<file path="src/rtl/edge_irq_bridge_pkg.sv">
package edge_irq_bridge_pkg;
  localparam int DATA_W    = 32;
  localparam int CAUSE_OFS = 0;
  localparam int ENABLE_OFS = 4;

  typedef struct packed {
    logic wrCause;
    logic wrEnable;
    logic rdCause;
    logic rdEnable;
  } regStrobe_t;
endpackage

</file>
<file path="src/rtl/edge_irq_bridge_ctrl.sv">
module edge_irq_bridge_ctrl
  import edge_irq_bridge_pkg::*;
#(
  parameter int ADDR_W = 4
) (
  input  logic              regWrEn,
  input  logic [ADDR_W-1:0] regAddr,
  output regStrobe_t        strb
);
  localparam logic [ADDR_W-1:0] causeAddr  = ADDR_W'(CAUSE_OFS);
  localparam logic [ADDR_W-1:0] enableAddr = ADDR_W'(ENABLE_OFS);

  logic hitCause;
  logic hitEnable;

  always_comb begin
    hitCause      = (regAddr == causeAddr);
    hitEnable     = (regAddr == enableAddr);
    strb.rdCause  = hitCause;
    strb.rdEnable = hitEnable;
    strb.wrCause  = regWrEn && hitCause;
    strb.wrEnable = regWrEn && hitEnable;
  end
endmodule

</file>
<file path="src/rtl/edge_irq_bridge_dp.sv">
module edge_irq_bridge_dp
  import edge_irq_bridge_pkg::*;
#(
  parameter int NUM_SRC = 32
) (
  input  logic               clk,
  input  logic               rst,
  input  logic [NUM_SRC-1:0] srcIn,
  input  regStrobe_t         strb,
  input  logic [DATA_W-1:0]  wrData,
  output logic [DATA_W-1:0]  rdData,
  output logic [DATA_W-1:0]  causeQ,
  output logic [DATA_W-1:0]  enableQ,
  output logic [DATA_W-1:0]  edgeVec,
  output logic               irqOut
);
  logic irqQ;

  for (genvar i = 0; i < DATA_W; i++) begin : g_bit
    if (i < NUM_SRC) begin : g_live
      logic prevQ;
      logic ackThisBit;

      assign edgeVec[i]  = srcIn[i] && !prevQ;
      assign ackThisBit  = strb.wrCause && !wrData[i];

      always_ff @(posedge clk) begin
        if (rst) begin
          prevQ      <= 1'b0;
          causeQ[i]  <= 1'b0;
          enableQ[i] <= 1'b0;
        end else begin
          prevQ     <= srcIn[i];
          // a fresh edge wins over a same-cycle acknowledge
          causeQ[i] <= edgeVec[i] || (causeQ[i] && !ackThisBit);
          if (strb.wrEnable) enableQ[i] <= wrData[i];
        end
      end
    end else begin : g_absent
      assign edgeVec[i] = 1'b0;
      assign causeQ[i]  = 1'b0;
      assign enableQ[i] = 1'b0;
    end
  end

  always_ff @(posedge clk) begin
    if (rst) irqQ <= 1'b0;
    else     irqQ <= |(causeQ & enableQ);
  end

  assign irqOut = irqQ;

  always_comb begin
    if (strb.rdCause)       rdData = causeQ;
    else if (strb.rdEnable) rdData = enableQ;
    else                    rdData = '0;
  end
endmodule

</file>
<file path="src/rtl/edge_irq_bridge.sv">
module edge_irq_bridge
  import edge_irq_bridge_pkg::*;
#(
  parameter int NUM_SRC = 32,
  parameter int ADDR_W  = 4
) (
  input  logic               clk,
  input  logic               rst,
  input  logic [NUM_SRC-1:0] srcIn,
  input  logic               regWrEn,
  input  logic [ADDR_W-1:0]  regAddr,
  input  logic [31:0]        regWrData,
  output logic [31:0]        regRdData,
  output logic               irqOut
);
  regStrobe_t        strb;
  logic [DATA_W-1:0] causeQ;
  logic [DATA_W-1:0] enableQ;
  logic [DATA_W-1:0] edgeVec;

  edge_irq_bridge_ctrl #(.ADDR_W(ADDR_W)) ctrl_i (
    .regWrEn (regWrEn),
    .regAddr (regAddr),
    .strb    (strb)
  );

  edge_irq_bridge_dp #(.NUM_SRC(NUM_SRC)) dp_i (
    .clk     (clk),
    .rst     (rst),
    .srcIn   (srcIn),
    .strb    (strb),
    .wrData  (regWrData),
    .rdData  (regRdData),
    .causeQ  (causeQ),
    .enableQ (enableQ),
    .edgeVec (edgeVec),
    .irqOut  (irqOut)
  );
endmodule

</file>
<file path="config.mk">
export PLATFORM = sky130hd
export DESIGN_NAME = edge_irq_bridge
export DESIGN_NICKNAME = d
export VERILOG_FILES = /design/src/rtl/edge_irq_bridge_pkg.sv /design/src/rtl/edge_irq_bridge_ctrl.sv /design/src/rtl/edge_irq_bridge_dp.sv /design/src/rtl/edge_irq_bridge.sv
export SDC_FILE = /design/constraint.sdc
export NUM_CORES = 1
export LEC_CHECK = 0
export BUFFER_PORTS_ARGS = -buffer_cell sky130_fd_sc_hd__buf_2
export CAP_MARGIN = 30
export CORE_ASPECT_RATIO = 1.5
export CORE_MARGIN = 8
export CORE_UTILIZATION = 47
export DETAILED_ROUTE_END_ITERATION = 6
export GPL_ROUTABILITY_DRIVEN = 0
export PLACE_DENSITY_LB_ADDON = 0.3
export SYNTH_ARGS = -nofsm -noshare
export SYNTH_HDL_FRONTEND = slang
export SYNTH_HIERARCHICAL = 1
export SYNTH_SLANG_ARGS = --single-unit
</file>
<file path="constraint.sdc">
create_clock -name clk -period 1.2 [get_ports clk]
set_clock_uncertainty 0.15 [all_clocks]
set_input_delay 0.12 -clock clk [delete_from_list [all_inputs] [get_ports clk]]
set_output_delay 0.12 -clock clk [all_outputs]
set_load 0.005 [all_outputs]
</file>
# Word level (Yosys, flattened, before mapping)
# Index checks and enable logic that the tools add are counted.
# totals
ff_bits	97
latchBits	0
ram_bits	0
romBits	0
inputBits	71
output_inout_bits	33
wordCells	329
n_memories	0
# classes
n_addsub	0
mul	0
n_div	0
magnitude_cmp	0
n_eq_ne	1
shift	0
n_mux	2
bitwise	1
reduce_logical	228
# ops
op	count
$logic_and 1x1->1	98
$logic_not 1->1	96
$mux 32	2
$and 32x32->32	1
$logic_or 1x1->1	32
$reduce_or 32->1	1
$eq 4x3->1 const B	1
$logic_not 4->1	1

# Depth between registers and ports, before layout
# depth
word_depth	6
ltp_mapped	6
ltp_nobuf	5

# By module
# Netlist, hierarchy kept.
# modules_own_cells
module	instances	cells_each	area_per_inst_um2	seq_area_each_um2
edge_irq_bridge_dp	1	467	3962.6	1941.9
edge_irq_bridge_ctrl	1	7	51.3	0.0

# Worst setup path after synthesis
# No wires, ideal clock.
# synth_path
path_kind	in2out
startpoint	input regAddr[1]
endpoint	output regRdData[0]
arrival_time_ps	1096
required_time_ps	930
setup_slack_ps	-166
path_stages	6
n_path_buf	3
cell_sequence	nor4_2 -> buf_4 -> buf_2 -> clkbuf_1 -> nand2_1 -> o21ai_0
# synth_rtl
item	line	text
from (decl)	edge_irq_bridge.sv:11	input logic [ADDR_W-1:0] regAddr,
to (decl)	edge_irq_bridge.sv:13	output logic [31:0] regRdData,

==> flow_summary.yaml <==
outcome:
  outcome: "finished, violations left"
  violations: "negative setup slack"
critical_path:
  crit_required_ps: 930
  critPathLaunchType: "input pin"
  r2r_end: "dp_i/irqOut"
  reg2regPathDepth: 3
  startpoint: "regAddr[1]"
  crit_fanout: 8
  r2r_slack_ps: -150
  crit_arrival_ps: 1240
  max_stage_delay_ps: 200
  r2r_start: "dp_i/causeQ[25]"
  cp_slowest_cell: "and2_4"
  path_cells: "buf_8 -> nor3_4 -> and2_4 -> buf_6 -> clkbuf_16 -> nand2_2 -> o21ai_1 -> buf_2"
  critPathKind: "input pin to output port"
  critPathCapture: "regRdData[19]"
  end_kind: "output port"
timing:
  rsz0062_at_grt: "true"
  fin_crit_sh_pct: 126.2
  final_max_slew_viol_count: 0
  setup_ws_ps: -314.5
  finalCriticalPeriod_ps: 1514
  fmax_mhz: 660.3
  finalSetupViolCount: 33
  finalHoldViolations: 0
  tightest_slew_ps: 252.8
  timing.slew.headroom_pct: 83.02
synth:
  synth_area_um2: 4014
  synth_ff_type: "dfxtp_1"
  syn-num-nets: 545
  synth_edf_count: 0
  seq_area_frac_synth_pct: 48.38
  syn_inst: 474
  ys_types: 20
  synth.ff_latch_count: 97
  ys.warnings.count: 6
  synthArstFlopShare_pct: 0
  synth.avg_cell_area_um2: 8.468
place:
  place_hpwl_mm: 8.486
  portBuffers: 103
  placed_cell_area_um2: 5221
clock_tree:
  cts_buffer_depth: 2
  cts_tree: "built"
  clkTransAtPathRegs_ps: 60
  root_buffer: "clkbuf_16"
  clk_latency_ps: 340
  cts.sinks: 97
  h-tree-depth: 3
  numCtsBuffers: 9
pwr:
  combPwrFrac_pct: 13.7
  seq_power_share_pct: 47.3
  swShare_pct: 23.99
  p_per_area_nw_per_um2: 1098
  finalPower_w: 0.007350
  intPower_w: 0.005587
  power_frac_clock_pct: 39.1
  p_leak_nw: 3.050
  switchingPower_w: 0.001763
  peakVddDrop_mv: 0.9743
detailed_routing:
  ant_nets: 0
  drc: 0
  vias: 4270
  wl_per_cell_um: 17.28
  routed_via_density: 5.207
  drtIter0Drc: 211
  dr.pass1.iters: 4
  wirelength_mm: 14.17
cells_and_area:
  antenna_cells: 0
  fin_nets: 779
  final_cell_mix: "100 x buf_2, 88 x dfxtp_1, 68 x buf_4"
  area_delta_synth_final_pct: 66.71
  layout_commonest_cell: "buf_2"
  final_area_um2: 6691
  drive_above_1_share_pct: 39.13
job:
  drv_cap: 0
grt:
  grt_pass1_vias: 4336
  grt_start_max_net_pins: 36
  overflow: 0
  antenna_found_initial: 0
  globalRouteTotalUtil_pct: 22.35
  grt_pass1_wl_mm: 20.98
floorplanning:
  core_um2: 8362
  io_pins: 104
  row_count: 41
  fp.dieArea_um2: 11810
  die_w_um: 91.46
  initial_utilization_pct: 48.00
  die_h_um: 129.2
hold_path:
  hold_path.class: "input pin to register"
-- repair_timing --
item / CTS / global route
cloned: 3 / 3
pin swaps: 12 / 31
gates resized for setup: 42 / 64
buffers inserted: 3 / 1
hold buffers: 64 / 0
hold endpoints to repair: 88 / 0
endpoints found under the setup margin: 33 / 33
-- area by class of cell --
type                       count  area, um^2
clock buffer                  10       229.0
clock inverter                 6       68.82
fill                         465        1670
inverter                       1       3.754
multi-input combinational    346        2238
sequential                    97        1953
tap                          107       133.9
timing repair buffer         253        2064
-- state kept, by name, summed over array words and instances, names as in the netlist --
register,count
dp_i/causeQ,32
dp_i/enableQ,32
dp_i/g_bit.g_live.prevQ,32
dp_i/irqOut,1
-- stage by stage --
step | setup WS, ps | util (%) | hold slack (ps) | cells | TNS, ps
floorplan | -40.88 | - | 98.18 | 474 | -181.3
global placement | -328.0 | 62.44 | 192.0 | 731 | -21620
detailed placement | -364.8 | 62.44 | 198.9 | 731 | -24010
CTS | -268.6 | 76.60 | 84.55 | 817 | -7967
global route | -359.8 | 80.02 | 102.5 | 820 | -10400
finish | -314.5 | 80.02 | 93.59 | 820 | -8905
-- kinds of logic after synthesis --
kind of cell,after synthesis,share of synthesized area [%]
flops,97,48.38
compound gates,81,11.50
simple gates,233,28.46
mux,32,7.980
buf+inv,31,3.678
-- worst min-delay path by stage --
stage / startpoint / to / slack, ps / depth (start not counted)
finish: rst / dp_i/causeQ[27] / 90 / 3
global route: rst / dp_i/causeQ[30] / 100 / 3
CTS: rst / dp_i/causeQ[30] / 80 / 3
detailed placement: srcIn[5] / dp_i/g_bit[5].g_live.prevQ / 200 / 2
global placement: srcIn[30] / dp_i/g_bit[30].g_live.prevQ / 190 / 2
floorplan: srcIn[0] / dp_i/g_bit[0].g_live.prevQ / 100 / 1
-- synth_stat cells (2+ instances only) --
cell       n  area, um^2
a21oi_1   32       160.2
a22oi_1   14       105.1
clkbuf_1  15       56.30
o21ai_0   32       160.2
buf_4      5       37.54
mux2i_1   32       320.3
a22oi_2    2       25.02
dfxtp_1   97        1942
nand2b_1  32       200.2
nand4_1    4       25.02
buf_2     10       50.05
and2_1     2       12.51
nor2_1    64       240.2
nand2_1   64       240.2
nor2b_1   64       400.4
-- power by group through the flow --
| stage | combinational [W] | sequential (W) | clock (W) |
|---|---|---|---|
| after floorplan | 0.000327 | 0.00352 | 0 |
| after global placement | 0.000688 | 0.00352 | 0 |
| after detailed placement | 0.000708 | 0.00353 | 0 |
| after CTS | 0.000928 | 0.00347 | 0.00290 |
| after global routing | 0.00108 | 0.00349 | 0.00303 |
| final | 0.00101 | 0.00347 | 0.00287 |
-- routing by layer --
layer  GRT usage [%]  wire length, um  vias to the layer above
met5               0                0                        -
li1                -                -                     2024
met2           40.83             7470                      144
met1           23.11             5383                     2049
met3           4.688              657                       53
met4           12.68              657                        0
-- worst max-delay path, delay by kind of cell --
family                 cells  cell delay (ps)
AOI/OAI and AO/OA          1              140
and+or+nand+nor            3              440
buffers and inverters      4              550
Power figures use the tool's default switching activity.
